$ cat config.mk
export PLATFORM = sky130hd
export DESIGN_NAME = bus_wait_seq
export DESIGN_NICKNAME = d
export VERILOG_FILES = /design/src/rtl/bus_wait_pkg.sv /design/src/rtl/ready_sync.sv /design/src/rtl/wait_decode.sv /design/src/rtl/wait_fsm.sv /design/src/rtl/bus_wait_seq.sv
export SDC_FILE = /design/constraint.sdc
export NUM_CORES = 1
export LEC_CHECK = 0
export BUFFER_PORTS_ARGS = -buffer_cell sky130_fd_sc_hd__clkbuf_2
export CORE_ASPECT_RATIO = 0.6
export CORE_MARGIN = 5
export CORE_UTILIZATION = 44
export DETAILED_ROUTE_END_ITERATION = 12
export PLACE_DENSITY = 0.6
export RECOVER_POWER = 50
export SLEW_MARGIN = 10
export SYNTH_ARGS = -nofsm -noshare
export SYNTH_HDL_FRONTEND = slang
export SYNTH_SLANG_ARGS = --single-unit
$ cat constraint.sdc
create_clock -name clk -period 3.75 [get_ports clk]
set_input_delay 0.1875 -clock clk [delete_from_list [all_inputs] [get_ports clk]]
set_output_delay 0.1875 -clock clk [all_outputs]
set_load 0.05 [all_outputs]
$ cat src/rtl/bus_wait_pkg.sv
package bus_wait_pkg;

  typedef enum logic [2:0] {
    PH_IDLE = 3'd0,
    PH_T1   = 3'd1,
    PH_T2   = 3'd2,
    PH_T3   = 3'd3,
    PH_TW   = 3'd4,
    PH_T4   = 3'd5
  } bus_phase_e;

  localparam int unsigned NWAIT_W = 4;

  // Turn a wait code into a wait count; long codes use 5 + 2*c, top code 15
  function automatic logic [NWAIT_W-1:0] wait_count(input logic [2:0] code,
                                                     input logic wide);
    logic [NWAIT_W-1:0] n;
    if (!wide || !code[2]) begin
      n = {2'b00, code[1:0]};
    end else if (code[1:0] == 2'b11) begin
      n = 4'd15;
    end else begin
      n = 4'd5 + {1'b0, code[1:0], 1'b0};
    end
    return n;
  endfunction

endpackage

$ cat src/rtl/ready_sync.sv
module ready_sync #(
  parameter int unsigned STAGES = 2
) (
  input  logic clk,
  input  logic rst,
  input  logic async_in,
  output logic sync_out
);
  logic [STAGES-1:0] chain;
  logic [1:0]        warm;

  always_ff @(posedge clk) begin
    if (rst) begin
      chain <= '0;
      warm  <= '0;
    end else begin
      chain <= {chain[STAGES-2:0], async_in};
      if (warm != 2'd3) warm <= warm + 2'd1;
    end
  end

  assign sync_out = chain[STAGES-1];


  sync_lag_chk: assert property (@(posedge clk) disable iff (rst)
    (warm == 2'd3) |-> (sync_out == $past(async_in, 2)));

endmodule

$ cat src/rtl/wait_decode.sv
module wait_decode
  import bus_wait_pkg::*;
(
  input  logic [2:0]         code,
  input  logic               wide,
  output logic [NWAIT_W-1:0] nwait
);
  always_comb nwait = wait_count(code, wide);


  always_comb begin
    wide_range_chk: assert (nwait <= 4'd3 || nwait == 4'd5 || nwait == 4'd7 ||
                            nwait == 4'd9 || nwait == 4'd15);
  end


  always_comb begin
    short_range_chk: assert (wide || nwait <= 4'd3);
  end

endmodule

$ cat src/rtl/wait_fsm.sv
module wait_fsm
  import bus_wait_pkg::*;
#(
  parameter int unsigned CNT_W = 6
) (
  input  logic               clk,
  input  logic               rst,
  input  logic               start,
  input  logic [NWAIT_W-1:0] nwait_in,
  input  logic               req_in,
  input  logic               rdy,
  output logic [2:0]         phase,
  output logic               wait_active,
  output logic               done
);
  localparam logic [CNT_W-1:0] KMAX = {CNT_W{1'b1}};

  bus_phase_e         ph_q, ph_d;
  logic [NWAIT_W-1:0] n_q, n_d;
  logic               req_q, req_d;
  logic               pend_q, pend_d;
  logic [CNT_W-1:0]   k_q, k_d;
  logic [CNT_W-1:0]   tgt_q, tgt_d;
  logic [CNT_W-1:0]   k_inc;
  logic [CNT_W-1:0]   late_tgt;
  logic               wa_q, dn_q;

  always_comb begin
    k_inc = (k_q == KMAX) ? KMAX : k_q + 1'b1;
    // later ready: at least one more wait, never fewer than programmed
    late_tgt = ({{(CNT_W-NWAIT_W){1'b0}}, n_q} > k_inc) ?
               {{(CNT_W-NWAIT_W){1'b0}}, n_q} : k_inc;
  end

  always_comb begin
    ph_d   = ph_q;
    n_d    = n_q;
    req_d  = req_q;
    pend_d = pend_q;
    k_d    = k_q;
    tgt_d  = tgt_q;
    unique case (ph_q)
      PH_IDLE: begin
        if (start) begin
          ph_d  = PH_T1;
          n_d   = nwait_in;
          req_d = req_in;
        end
      end
      PH_T1: ph_d = PH_T2;
      PH_T2: ph_d = PH_T3;
      PH_T3: begin
        k_d   = {{(CNT_W-1){1'b0}}, 1'b1};
        tgt_d = {{(CNT_W-NWAIT_W){1'b0}}, n_q};
        if (n_q == '0) begin
          if (!req_q || rdy) begin
            ph_d   = PH_T4;
            pend_d = 1'b0;
          end else begin
            ph_d   = PH_TW;
            pend_d = 1'b1;
          end
        end else begin
          ph_d   = PH_TW;
          pend_d = req_q;
        end
      end
      PH_TW: begin
        if (pend_q) begin
          if (rdy) begin
            pend_d = 1'b0;
            if (k_q == {{(CNT_W-1){1'b0}}, 1'b1} && n_q != '0) begin
              // seen at the sample point: programmed length stands
              if (k_q >= tgt_q) ph_d = PH_T4;
              else k_d = k_inc;
            end else begin
              tgt_d = late_tgt;
              k_d   = k_inc;
            end
          end else begin
            k_d = k_inc;
          end
        end else if (k_q >= tgt_q) begin
          ph_d = PH_T4;
        end else begin
          k_d = k_inc;
        end
      end
      PH_T4:   ph_d = PH_IDLE;
      default: ph_d = PH_IDLE;
    endcase
  end

  always_ff @(posedge clk) begin
    if (rst) begin
      ph_q   <= PH_IDLE;
      n_q    <= '0;
      req_q  <= 1'b0;
      pend_q <= 1'b0;
      k_q    <= '0;
      tgt_q  <= '0;
      wa_q   <= 1'b0;
      dn_q   <= 1'b0;
    end else begin
      ph_q   <= ph_d;
      n_q    <= n_d;
      req_q  <= req_d;
      pend_q <= pend_d;
      k_q    <= k_d;
      tgt_q  <= tgt_d;
      wa_q   <= (ph_d == PH_TW);
      dn_q   <= (ph_d == PH_T4);
    end
  end

  assign phase       = ph_q;
  assign wait_active = wa_q;
  assign done        = dn_q;


  t1_follows_chk: assert property (@(posedge clk) disable iff (rst)
    (ph_q == PH_IDLE && start) |=> (ph_q == PH_T1));


  done_single_chk: assert property (@(posedge clk) disable iff (rst)
    done |=> (!done && ph_q == PH_IDLE));


  busy_start_chk: assert property (@(posedge clk) disable iff (rst)
    (ph_q != PH_IDLE && start) |=> (ph_q != PH_T1));


  zero_free_chk: assert property (@(posedge clk) disable iff (rst)
    (ph_q == PH_T3 && n_q == '0 && !req_q) |=> (ph_q == PH_T4));


  late_extra_chk: assert property (@(posedge clk) disable iff (rst)
    (ph_q == PH_TW && pend_q && rdy && !(k_q == 1 && n_q != '0)) |=> (ph_q == PH_TW));

endmodule

$ cat src/rtl/bus_wait_seq.sv
module bus_wait_seq
  import bus_wait_pkg::*;
#(
  parameter int unsigned CNT_W       = 6,
  parameter int unsigned SYNC_STAGES = 2
) (
  input  logic       clk,
  input  logic       rst,
  input  logic       start,
  input  logic [2:0] wait_code,
  input  logic       code_wide,
  input  logic       rdy_req,
  input  logic       ardy,
  input  logic       srdy,
  output logic [2:0] phase,
  output logic       wait_active,
  output logic       done
);
  logic               ardy_s;
  logic               rdy_any;
  logic [NWAIT_W-1:0] nwait;

  ready_sync #(.STAGES(SYNC_STAGES)) u_sync (
    .clk      (clk),
    .rst      (rst),
    .async_in (ardy),
    .sync_out (ardy_s)
  );

  wait_decode u_dec (
    .code  (wait_code),
    .wide  (code_wide),
    .nwait (nwait)
  );

  assign rdy_any = ardy_s | srdy;

  wait_fsm #(.CNT_W(CNT_W)) u_fsm (
    .clk         (clk),
    .rst         (rst),
    .start       (start),
    .nwait_in    (nwait),
    .req_in      (rdy_req),
    .rdy         (rdy_any),
    .phase       (phase),
    .wait_active (wait_active),
    .done        (done)
  );

endmodule

==> summary.md <==
| Metric | Value |
|---|---|
| H-tree depth | `1` |
| Post-DP HPWL | `approximately 2.8 mm` |
| Drt wl/cell | `between 15 and 20 um` |
| Crit path top cell by count | `ha_1` |
| Largest net degree at the start of global routing | `17` |
| First-pass GRT wire length | `between 6 and 7 mm` |
| Sum Neg Setup Slack | `0 ps` |
| Grt total ovfl | `0` |
| Number of flops mapped to enable cells by yosys | `0` |
| Number of warnings issued by yosys | `0` |
| Cell family contributing the most delay on the critical path | `adder cells` |
| Seq/Total Area, Yosys | `0.322` |
| Vias in the first global route | `about 1,300` |
| Worst vdd ir | `slightly above 0.2 mV` |
| Layout net count | `210` |
| Post-CTS Setup Inserts | `0` |
| Hold Slack | `roughly 130 ps` |
| Slowest stage cell, crit path | `dfxtp_1` |
| Sw frac | `0.345` |
| CP Buf/Inv Count | `0` |
| Synthesized netlist cell count | `175` |
| Clock latency on the worst-skew pair | `~270 ps` |
| Total CTS buffers | `3` |
| Initial antenna violation count | `0` |
| Tot GR Track Use | `0.155` |
| Clock net sink count | `25` |
| Setup crit start kind | `flop` |
| Seq pwr share | `0.486` |
| FP Rows | `16` |
| Worst reg2reg setup slack | `1200 ps` |
| Psw | `between 0.2 and 0.25 mW` |
| Period utilization | `0.680` |
| Initial DRT Pass Iterations | `4` |
| Crit end category | `flop` |
| Yosys top cell area share | `0.322` |
| Worst path cell trace | `ha_1, nand3_1, and2_1, ha_1, and4_1, a21oi_1, o21a_4, o211ai_2` |
| Pwr dens | `387 nW/um^2` |
| Ys async rst share | `0` |
| Required @ worst endpoint | `~3900 ps` |
| Top post-synthesis cells by area | `dfxtp_1 (32%), ha_1 (9.7%), nand2_1 (4.3%), a21oi_1 (3.5%), o211ai_2 (3.2%)` |
| Residual DRC | `0` |
| Post-synthesis cell type count | `50` |
| DR iter-0 viols | `about 110` |
| R2R depth | `8` |
| Actual slew at the worst max-slew pin | `1410 ps` |
| Starting density of the core | `0.468` |
| Syn_area_per_cell | `between 8 and 9 um^2` |
| Clock Skews | `2.34 ps` |
| Bufs on Longest Clock Path | `2` |
| Pins over their slew limit | `0` |
| Syn Nets | `between 150 and 200` |
| Fin util | `0.502` |
| RSZ-0062 raised after global routing | `no` |
| HP Class | `input port to flop` |
| Int Power | `about 0.42 mW` |
| Tmin final | `2550 ps` |
| Top_reg_cell synth | `dfxtp_1` |
| Vias | `between 1,000 and 1,500` |
| FF+latch count, synth | `25` |
| Cell taking the most area after synthesis | `dfxtp_1` |
| Clk network pwr share | `0.249` |
| Hold-fix buffers, CTS | `0` |
| End of the critical path | `u_fsm.tgt_q[2]` |
| Synthesized cell area | `1550 um^2` |
| GPL Wtd Cong | `around 0.86` |
| Crit path kind | `flop to flop` |
| Area Overhead vs Synth | `7.25%` |
| CP peak stage delay | `approximately 500 ps` |
| Via density | `slightly below 6` |
| WL final | `roughly 3.6 mm` |
| Reg2reg start | `u_fsm.k_q[0]` |
| Fmax | `392 MHz` |
| WP depth | `8` |
| Clock Pin Slew Worst Setup and Hold Paths | `approximately 90 ps` |
| Die Area | `4860 um^2` |
| CTS tree | `done` |
| Combinational power share | `0.265` |
| Clk root buf | `clkbuf_8` |
| Arr. time, crit path | `about 2700 ps` |
| Worst-path maximum fanout | `9` |
| Core ar. | `around 3300 um^2` |
| Antenna viol nets, final | `0` |
| Reg2Reg Capture Point | `u_fsm.tgt_q[2]` |
| Outcome | `finished, final reports clean` |
| Crit path from | `u_fsm.k_q[0]` |
| Die width | `86.7 um` |
| Maxcap violations | `0` |
| Number of setup violations in the final report | `0` |
| P_leak | `0.642 nW` |
| Input/output buffers | `14` |
| ANT cells | `0` |
| Resized cells post-CTS | `0` |
| I/O pins | `15` |
| Slew HR | `0.0483` |
| Share of layout cells above drive strength 1 | `0.123` |
| Fin. Hold Viols | `0` |
| Die Ht | `around 56 um` |
==> power groups by stage <==
stage / logic, mW / registers [mW] / clock network, mW
floorplan: 0.132 / 0.328 / 0
global placement: 0.169 / 0.318 / 0
detailed placement: 0.174 / 0.321 / 0
CTS: 0.175 / 0.314 / 0.163
global route: 0.190 / 0.317 / 0.173
finish: 0.171 / 0.313 / 0.161
==> layout make-up <==
| type | instances | area (um^2) |
|---|---|---|
| Fill cell | 345 | 1660 |
| Multi-Input combinational cell | 131 | 953 |
| Sequential cell | 25 | 500 |
| Timing Repair Buffer | 14 | 62.6 |
| Tap cell | 45 | 56.3 |
| Inverter | 13 | 48.8 |
| Clock buffer | 4 | 45.0 |
==> logic make-up after synthesis <==
group | Yosys count | share of synthesized area
and+or+nand+nor | 64 | 0.224
muxes | 1 | 0.00644
AOI/OAI and AO/OA | 51 | 0.274
xor gates and xnor gates | 3 | 0.0169
buffers and inverters | 19 | 0.0604
adders and majority gates | 12 | 0.0966
DFF | 25 | 0.322
==> metal layers <==
| layer | GRT usage | vias to the layer above | part of all wire |
|---|---|---|---|
| li1 | - | 672 | - |
| met1 | 0.212 | 637 | 0.50 |
| met2 | 0.246 | 30 | 0.44 |
| met3 | 0.0414 | 4 | 0.052 |
| met4 | 0.0289 | 0 | 0.0073 |
| met5 | 0 | - | 0 |
==> cells in the mapped netlist, types with 3 or more instances <==
| library cell | instances |
|---|---|
| a211oi_1 | 3 |
| a21o_1 | 3 |
| a21oi_1 | 11 |
| a31oi_1 | 4 |
| and2_1 | 4 |
| and3_1 | 3 |
| dfxtp_1 | 25 |
| ha_1 | 12 |
| inv_1 | 12 |
| nand2_1 | 18 |
| nand2b_1 | 6 |
| nand3_1 | 6 |
| nor2_1 | 9 |
| nor2b_1 | 3 |
| nor3_1 | 3 |
| o2111ai_1 | 4 |
| o211ai_2 | 4 |
| o21a_1 | 3 |
| o32ai_1 | 5 |
==> worst min-delay path by stage <==
stage | cells past startpoint | slack [ps] | end | startpoint
3_3_place_gp | 2 | 400 | u_sync.chain[0] | ardy
6_report | 2 | 130 | u_sync.chain[0] | ardy
4_1_cts | 2 | 140 | u_sync.chain[0] | ardy
5_1_grt | 2 | 150 | u_sync.chain[0] | ardy
2_1_floorplan | 1 | 260 | u_sync.chain[0] | rst
3_5_place_dp | 2 | 410 | u_sync.chain[0] | ardy
==> sequential cells by signal (all words and copies together), names as in the netlist <==
| signal | count |
|---|---|
| u_sync.chain | 2 |
| u_fsm.pend_q | 1 |
| u_fsm.done | 1 |
| u_fsm.k_q | 6 |
| u_fsm.n_q | 4 |
| u_fsm.req_q | 1 |
| u_fsm.wait_active | 1 |
| u_fsm.tgt_q | 6 |
| u_fsm.phase | 3 |
==> cells in the final DEF, fill, tap and decap left out, types with 3 or more instances in the layout <==
| master | n |
|---|---|
| dfxtp_1 | 25 |
| nand2_1 | 18 |
| inv_1 | 12 |
| ha_1 | 12 |
| a21oi_1 | 11 |
| nor2_1 | 9 |
| clkbuf_2 | 8 |
| clkbuf_1 | 7 |
| nand3_1 | 6 |
| nand2b_1 | 6 |
| o32ai_1 | 5 |
| and2_1 | 4 |
| a31oi_1 | 4 |
| o2111ai_1 | 4 |
| o211ai_2 | 4 |
| and3_1 | 3 |
| a21o_1 | 3 |
| a211oi_1 | 3 |
| nor3_1 | 3 |
| o21a_1 | 3 |
| nor2b_1 | 3 |
| clkbuf_8 | 3 |
==> per-stage QoR <==
stage / instances / instance area [um^2] / setup slack (ps) / total power [mW]
2_1_floorplan: 175 / 1550 / 1550 / 0.460
4_1_cts: 232 / 1680 / 1220 / 0.652
3_5_place_dp: 228 / 1640 / 1240 / 0.495
3_3_place_gp: 228 / 1640 / 1410 / 0.487
6_report: 232 / 1670 / 1200 / 0.645
5_1_grt: 232 / 1670 / 1030 / 0.681
No activity file was read; power rests on OpenSTA's default activity.
